## config.mk

```make
export PLATFORM = sky130hd
export DESIGN_NAME = i2c_irq_aggregator
export DESIGN_NICKNAME = d
export VERILOG_FILES = /design/src/rtl/i2c_irq_pkg.sv /design/src/rtl/i2c_irq_wr_decode.sv /design/src/rtl/i2c_irq_bus_stat.sv /design/src/rtl/i2c_irq_rd_mux.sv /design/src/rtl/i2c_irq_aggregator.sv
export SDC_FILE = /design/constraint.sdc
export NUM_CORES = 1
export LEC_CHECK = 0
export BUFFER_PORTS_ARGS = -buffer_cell sky130_fd_sc_hd__buf_2
export CAP_MARGIN = 10
export CORE_ASPECT_RATIO = 1.25
export CORE_MARGIN = 2
export CORE_UTILIZATION = 43
export DETAILED_ROUTE_END_ITERATION = 10
export GPL_TIMING_DRIVEN = 0
export PLACE_DENSITY_LB_ADDON = 0.3
export REMOVE_ABC_BUFFERS = 1
export SLEW_MARGIN = 25
export SYNTH_ARGS = -nofsm -noshare
export SYNTH_HDL_FRONTEND = slang
export SYNTH_SLANG_ARGS = --single-unit
```

## constraint.sdc

```tcl
create_clock -name clk -period 1.7 [get_ports clk]
set_clock_uncertainty 0.1 [all_clocks]
set_input_delay 0.085 -clock clk [delete_from_list [all_inputs] [get_ports clk]]
set_output_delay 0.085 -clock clk [all_outputs]
set_load 0.05 [all_outputs]
```

## src/rtl/i2c_irq_pkg.sv

```systemverilog
package i2c_irq_pkg;
   // status word geometry
   localparam int STAT_W   = 16;
   localparam int WORD_W   = 32;
   // bit roles that the logic depends on
   localparam int RXD_BIT  = 2;
   localparam int SSEL_BIT = 31;
   localparam int SPND_BIT = 30;
   // bits that exist in hardware (0..7, 13..15)
   localparam logic [STAT_W-1:0] IMPL_MASK = 16'hE0FF;
   // bits a status write may clear (0..14)
   localparam logic [STAT_W-1:0] W1C_MASK  = 16'h7FFF;

   function automatic logic [WORD_W-1:0] pack_word(
      input logic [STAT_W-1:0] stat,
      input logic              ssel,
      input logic              spnd);
      logic [WORD_W-1:0] w;
      w                      = '0;
      w[STAT_W-1:0]          = stat;
      w[SSEL_BIT]            = ssel;
      w[SPND_BIT]            = spnd;
      return w;
   endfunction
endpackage

```

## src/rtl/i2c_irq_wr_decode.sv

```systemverilog
module i2c_irq_wr_decode #(
   parameter int NUM_BUS = 4,
   parameter int BIDX_W  = 2
) (
   input  logic              wr_en_i,
   input  logic              wr_cmd_i,
   input  logic [BIDX_W-1:0] wr_bus_i,
   output logic [NUM_BUS-1:0] clr_hit_o,
   output logic [NUM_BUS-1:0] cmd_hit_o
);
   always_comb begin
      clr_hit_o = '0;
      cmd_hit_o = '0;
      for (int b = 0; b < NUM_BUS; b++) begin
         if (wr_en_i && (wr_bus_i == BIDX_W'(b))) begin
            clr_hit_o[b] = ~wr_cmd_i;
            cmd_hit_o[b] = wr_cmd_i;
         end
      end
   end
endmodule

```

## src/rtl/i2c_irq_bus_stat.sv

```systemverilog
module i2c_irq_bus_stat
   import i2c_irq_pkg::*;
#(
   parameter int                STW       = STAT_W,
   parameter logic [STW-1:0]    IMPL      = IMPL_MASK,
   parameter logic [STW-1:0]    W1C       = W1C_MASK,
   parameter int                KEEP_BIT  = RXD_BIT
) (
   input  logic           clk,
   input  logic           rst_n,
   input  logic [STW-1:0] ev_i,
   input  logic           clr_hit_i,
   input  logic           cmd_hit_i,
   input  logic [STW-1:0] wr_data_i,
   output logic [STW-1:0] stat_o,
   output logic           summ_o
);
   localparam logic [STW-1:0] CMD_KEEP = STW'(1) << KEEP_BIT;

   logic [STW-1:0] stat_q, stat_nxt, ev_m, keep;
   logic           summ_q, summ_nxt;

   always_comb begin
      ev_m = ev_i & IMPL;
      if (clr_hit_i)      keep = ~(wr_data_i & W1C);
      else if (cmd_hit_i) keep = CMD_KEEP;
      else                keep = '1;
      // set wins: events are OR'd after the clear
      stat_nxt = (stat_q & keep) | ev_m;
      if (|ev_m)          summ_nxt = 1'b1;
      else if (clr_hit_i) summ_nxt = |stat_nxt;
      else                summ_nxt = summ_q;
   end

   always_ff @(posedge clk or negedge rst_n) begin
      if (!rst_n) begin
         stat_q <= '0;
         summ_q <= 1'b0;
      end else begin
         stat_q <= stat_nxt;
         summ_q <= summ_nxt;
      end
   end

   assign stat_o = stat_q;
   assign summ_o = summ_q;
endmodule

```

## src/rtl/i2c_irq_rd_mux.sv

```systemverilog
module i2c_irq_rd_mux #(
   parameter int NUM_BUS = 4,
   parameter int BIDX_W  = 2,
   parameter int WORD_W  = 32,
   parameter bit RD_REG  = 1'b0
) (
   input  logic                      clk,
   input  logic                      rst_n,
   input  logic [BIDX_W-1:0]         rd_bus_i,
   input  logic [NUM_BUS*WORD_W-1:0] words_i,
   output logic [WORD_W-1:0]         rd_data_o
);
   logic [WORD_W-1:0] sel;

   always_comb begin
      sel = '0;
      for (int b = 0; b < NUM_BUS; b++) begin
         if (rd_bus_i == BIDX_W'(b)) sel = words_i[b*WORD_W +: WORD_W];
      end
   end

   generate
      if (RD_REG) begin : g_reg
         logic [WORD_W-1:0] q;
         always_ff @(posedge clk or negedge rst_n) begin
            if (!rst_n) q <= '0;
            else        q <= sel;
         end
         assign rd_data_o = q;
      end else begin : g_comb
         assign rd_data_o = sel;
      end
   endgenerate
endmodule

```

## src/rtl/i2c_irq_aggregator.sv

```systemverilog
module i2c_irq_aggregator
   import i2c_irq_pkg::*;
#(
   parameter int NUM_BUS = 4,
   parameter bit RD_REG  = 1'b0,
   parameter int BIDX_W  = (NUM_BUS > 1) ? $clog2(NUM_BUS) : 1
) (
   input  logic                      clk,
   input  logic                      rst_n,
   input  logic [NUM_BUS*STAT_W-1:0] ev_set_i,
   input  logic [NUM_BUS-1:0]        slv_addr_sel_i,
   input  logic [NUM_BUS-1:0]        slv_rx_pend_i,
   input  logic                      wr_en_i,
   input  logic                      wr_cmd_i,
   input  logic [BIDX_W-1:0]         wr_bus_i,
   input  logic [WORD_W-1:0]         wr_data_i,
   input  logic [BIDX_W-1:0]         rd_bus_i,
   output logic [WORD_W-1:0]         rd_data_o,
   output logic [NUM_BUS-1:0]        summary_o,
   output logic                      irq_o,
   output logic [NUM_BUS-1:0]        rx_ok_o
);
   generate
      if (NUM_BUS < 1 || NUM_BUS > 32) begin : g_bad_num
         $error("NUM_BUS must lie in 1..32");
      end
      if ((1 << BIDX_W) < NUM_BUS) begin : g_bad_idx
         $error("BIDX_W too narrow for NUM_BUS");
      end
   endgenerate

   logic [NUM_BUS-1:0]        clr_hit, cmd_hit;
   logic [NUM_BUS*STAT_W-1:0] stat_all;
   logic [NUM_BUS-1:0]        summ_q;
   logic [NUM_BUS*WORD_W-1:0] words;

   i2c_irq_wr_decode #(.NUM_BUS(NUM_BUS), .BIDX_W(BIDX_W)) u_dec (
      .wr_en_i  (wr_en_i),
      .wr_cmd_i (wr_cmd_i),
      .wr_bus_i (wr_bus_i),
      .clr_hit_o(clr_hit),
      .cmd_hit_o(cmd_hit)
   );

   generate
      for (genvar b = 0; b < NUM_BUS; b++) begin : g_bus
         i2c_irq_bus_stat u_stat (
            .clk      (clk),
            .rst_n    (rst_n),
            .ev_i     (ev_set_i[b*STAT_W +: STAT_W]),
            .clr_hit_i(clr_hit[b]),
            .cmd_hit_i(cmd_hit[b]),
            .wr_data_i(wr_data_i[STAT_W-1:0]),
            .stat_o   (stat_all[b*STAT_W +: STAT_W]),
            .summ_o   (summ_q[b])
         );
         assign words[b*WORD_W +: WORD_W] =
            pack_word(stat_all[b*STAT_W +: STAT_W], slv_addr_sel_i[b], slv_rx_pend_i[b]);
         assign rx_ok_o[b] = ~stat_all[b*STAT_W + RXD_BIT];
      end
   endgenerate

   i2c_irq_rd_mux #(.NUM_BUS(NUM_BUS), .BIDX_W(BIDX_W), .WORD_W(WORD_W), .RD_REG(RD_REG)) u_rd (
      .clk      (clk),
      .rst_n    (rst_n),
      .rd_bus_i (rd_bus_i),
      .words_i  (words),
      .rd_data_o(rd_data_o)
   );

   assign summary_o = summ_q;
   assign irq_o     = |summ_q;
endmodule

```

==> flow_metrics.py <==
metrics = {
    "clock_network": {
        "cts_buffers": 9,
        "htree_num_levels": 3,
        "cts_buffer_depth": 2,
        "cts.clk_slew.worst_paths_ns": 0.08,
        "cts.sinks": 68,
        "ctsRootBufferMaster": "clkbuf_8",
        "clock_latency_ns": 0.35,
        "cts_tree": "done",
    },
    "critical_path": {
        "setup.worst_path.end": "g_bus[2].u_stat.summ_o$_DFFE_PN0P_",
        "crit_required_ns": 1.83,
        "r2r-end": "g_bus[2].u_stat.summ_o$_DFFE_PN0P_",
        "start_kind": "flop",
        "critPathLaunch": "g_bus[2].u_stat.stat_o[9]$_DFF_PN0_",
        "worstReg2RegStart": "g_bus[2].u_stat.stat_o[9]$_DFF_PN0_",
        "critPathCaptureType": "flop",
        "cp_top_family": "simple AND/OR/NAND/NOR gates",
        "cp.depth": 5,
        "cp.arrival_ns": 1.99,
        "crit_path_max_fanout": 3,
        "reg2reg_slack_ns": -0.16,
        "path_cells": "nor2b_1, a2111oi_2, or4bb_4, nor4b_4, a21oi_1",
        "crit_type": "reg -> reg",
        "cp_slowest_stage_delay_ns": 0.53,
        "rr_worst_depth": 5,
        "cpMaxStageDelayCell": "or4bb_4",
        "critPathBufInv": 0,
    },
    "timing": {
        "setup_viol": 1,
        "period_share_pct": 109,
        "period_needed_ns": 1.86,
        "slew_violations": 0,
        "hold_violations": 0,
        "fin_tns_setup_ns": -0.161,
        "slew_headroom_pct": 59.0,
        "rsz0062_at_grt": "yes",
        "timing.fmax_ghz": 0.537,
        "fin_ws_ns": -0.161,
        "tightest_slew_ns": 0.609,
    },
    "floorplan": {
        "initial_core_util_pct": 43.9,
        "pin_count": 153,
        "dieWidth_um": 85.8,
        "die_area_um2": 9120,
        "rows": 37,
        "design.core.area_um2": 8190,
        "fp.dieH_um": 106,
    },
    "hold_path": {
        "min_from": "wr_data_i[9]",
        "hp-class": "in -> reg",
        "holdPathStages": 3,
    },
    "run": {
        "cap_viol_max_count": 0,
    },
    "route": {
        "ant_nets": 0,
        "drt_iter0_markers": 174,
        "dr.pass1.iters": 10,
        "vias_per_cell": 5.61,
        "route.detailed.drc": 4,
        "totalWireLength_um": 11300,
        "via_count": 3162,
        "avgRoutedWirePerCell_um": 20.0,
    },
    "synth": {
        "syn_inst": 318,
        "netlist_area_um2": 3600,
        "ys_seq_elements": 68,
        "synth.avg_cell_area_um2": 11.3,
        "ys_seq_area_share_pct": 47.3,
        "synth.distinct_cells": 49,
        "ys_warn_count": 0,
    },
    "layout": {
        "postLayoutCoreUtil_pct": 59.8,
        "finish.instance_area_um2": 4900,
        "area_growth_pct": 36.0,
        "antenna_cells": 0,
        "drive_gt1_share_pct": 33.6,
        "nFillCells": 692,
        "nNetsFinal": 574,
    },
    "grt": {
        "grt_pass1_vias": 3381,
        "grt-ovfl-total": 0,
        "grt_max_degree": 47,
        "grt_pass1_wl_um": 17700,
        "grt_usage_pct": 26.1,
        "antenna_found_initial": 0,
    },
    "placement": {
        "gp_congestion": 0.872,
        "numPortBuffers": 101,
        "placed_cell_area_um2": 4100,
        "hpwlAfterDp_um": 7850,
    },
    "run_status": {
        "violations": "design-rule violations, negative setup slack",
        "status": "finished with violations",
    },
    "power_and_ir_drop": {
        "powerDensity_nw_per_um2": 761,
        "p_leak_nw": 2.04,
        "max-vdd-ir-drop_uv": 417,
    },
}
==> routing by layer <==
layer	GRT usage, %	vias to the layer above	part of all wire (%)
met5	0	-	0
met4	11.8	0	3.4
met3	5.05	27	5.9
met2	46.3	146	54
met1	30.3	1563	37
li1	-	1426	-
==> worst min-delay path by stage <==
stage / endpoint
global route: g_bus[2].u_stat.stat_o[9]$_DFF_PN0_
CTS: g_bus[2].u_stat.stat_o[12]$_DFF_PN0_
global placement: g_bus[1].u_stat.stat_o[3]$_DFF_PN0_
floorplan: g_bus[0].u_stat.stat_o[0]$_DFF_PN0_
detailed placement: g_bus[1].u_stat.stat_o[13]$_DFF_PN0_
finish: g_bus[2].u_stat.stat_o[9]$_DFF_PN0_
==> cells in the mapped netlist, drive strengths merged <==
cell | number | area share [%]
o21a | 20 | 4.4
nand4bb | 3 | 0.94
mux4 | 18 | 11
nor2b | 4 | 0.70
nor2 | 21 | 2.2
and3 | 1 | 0.17
buf | 24 | 4.9
a22oi | 1 | 0.21
o22ai | 1 | 0.17
a211oi | 2 | 0.42
nor4b | 2 | 0.66
a2111oi | 2 | 0.49
inv | 11 | 1.1
dfrtp | 68 | 47
nor3b | 3 | 0.63
nor4 | 11 | 1.9
o21ai | 42 | 5.9
or2b | 6 | 1.4
or4 | 3 | 0.63
o211ai | 1 | 0.21
o21ba | 1 | 0.28
nand3b | 2 | 0.87
nand4 | 1 | 0.17
a21oi | 1 | 0.14
nor3 | 4 | 0.56
or3b | 1 | 0.24
nand2 | 2 | 0.21
or2 | 2 | 0.35
conb | 1 | 0.10
clkbuf | 5 | 0.80
nand4b | 5 | 1.2
nand3 | 4 | 0.56
o31a | 2 | 0.49
or3 | 1 | 0.17
or4bb | 3 | 0.94
nand2b | 36 | 6.3
and4bb | 3 | 1.0
==> cells by family (layout without fill, tap and decap cells) <==
group	after synthesis	count (layout)	synth area share, %
and+or+nand+nor	118	118	21.8
AOI/OAI and AO/OA	73	73	12.7
DFF	68	68	47.3
buffers and inverters	40	176	6.85
muxes	18	18	11.3
other	1	14	0.104
==> layout by cell type (no fill, tap or decap), types with 4 or more instances in the layout <==
| cell type | n |
|---|---|
| buf_2 | 94 |
| dfrtp_1 | 68 |
| dlygate4sd3_1 | 47 |
| o21ai_0 | 37 |
| nand2b_1 | 36 |
| nor2_1 | 21 |
| o21a_1 | 19 |
| mux4_2 | 18 |
| conb_1 | 14 |
| inv_1 | 11 |
| clkbuf_8 | 9 |
| nor4_1 | 8 |
| nand4b_1 | 5 |
| o21ai_1 | 4 |
| or2b_1 | 4 |
| nor2b_1 | 4 |
| clkinvlp_4 | 4 |
==> per-stage QoR <==
step           total power [mW]  instances  setup WS [ns]  hold slack, ns
6_report                   3.73        564         -0.161          0.0104
5_1_grt                    3.86        564         -0.283          0.0268
2_1_floorplan              2.03        302         -0.103          -0.311
3_5_place_dp               2.30        501         -0.680         -0.0894
3_3_place_gp               2.29        500         -0.709           0.188
4_1_cts                    3.73        566         -0.170         0.00438
==> flip-flops by register name, indices dropped and copies added, names as in the netlist <==
signal / cells
g_bus.u_stat.summ_o: 4
g_bus.u_stat.stat_o: 64
==> where the power goes <==
| part | internal [mW] | switching, mW | total, mW |
|---|---|---|---|
| Sequential | 1.66 | 0.0263 | 1.69 |
| Combinational | 0.269 | 0.420 | 0.689 |
| Clock | 0.681 | 0.670 | 1.35 |
| Total | 2.61 | 1.12 | 3.73 |
==> tightest hold or removal path, stage by stage <==
cell    delay (ns)
buf_2         0.09
nor2_1        0.07
o21a_1        0.18
==> what timing repair did <==
| item | in CTS | in global routing |
|---|---|---|
| gates resized for setup | 15 | 14 |
| pin swaps | 2 | 7 |
| hold endpoints to repair | 121 | 0 |
| hold buffers | 49 | 0 |
| endpoints found under the setup margin | 5 | 21 |
| buffers inserted | 0 | 1 |
==> final cells by class <==
cell class                      count  area (um2)  area share, %
Timing Repair Buffer              149        1040           21.2
Multi-Input combinational cell    223        1790           36.6
Clock buffer                        9         124           2.53
Inverter                           11        41.3          0.843
Clock inverter                      7        77.6           1.58
Tap cell                           97         121           2.48
Sequential cell                    68        1700           34.7
Power figures use the tool's default switching activity.
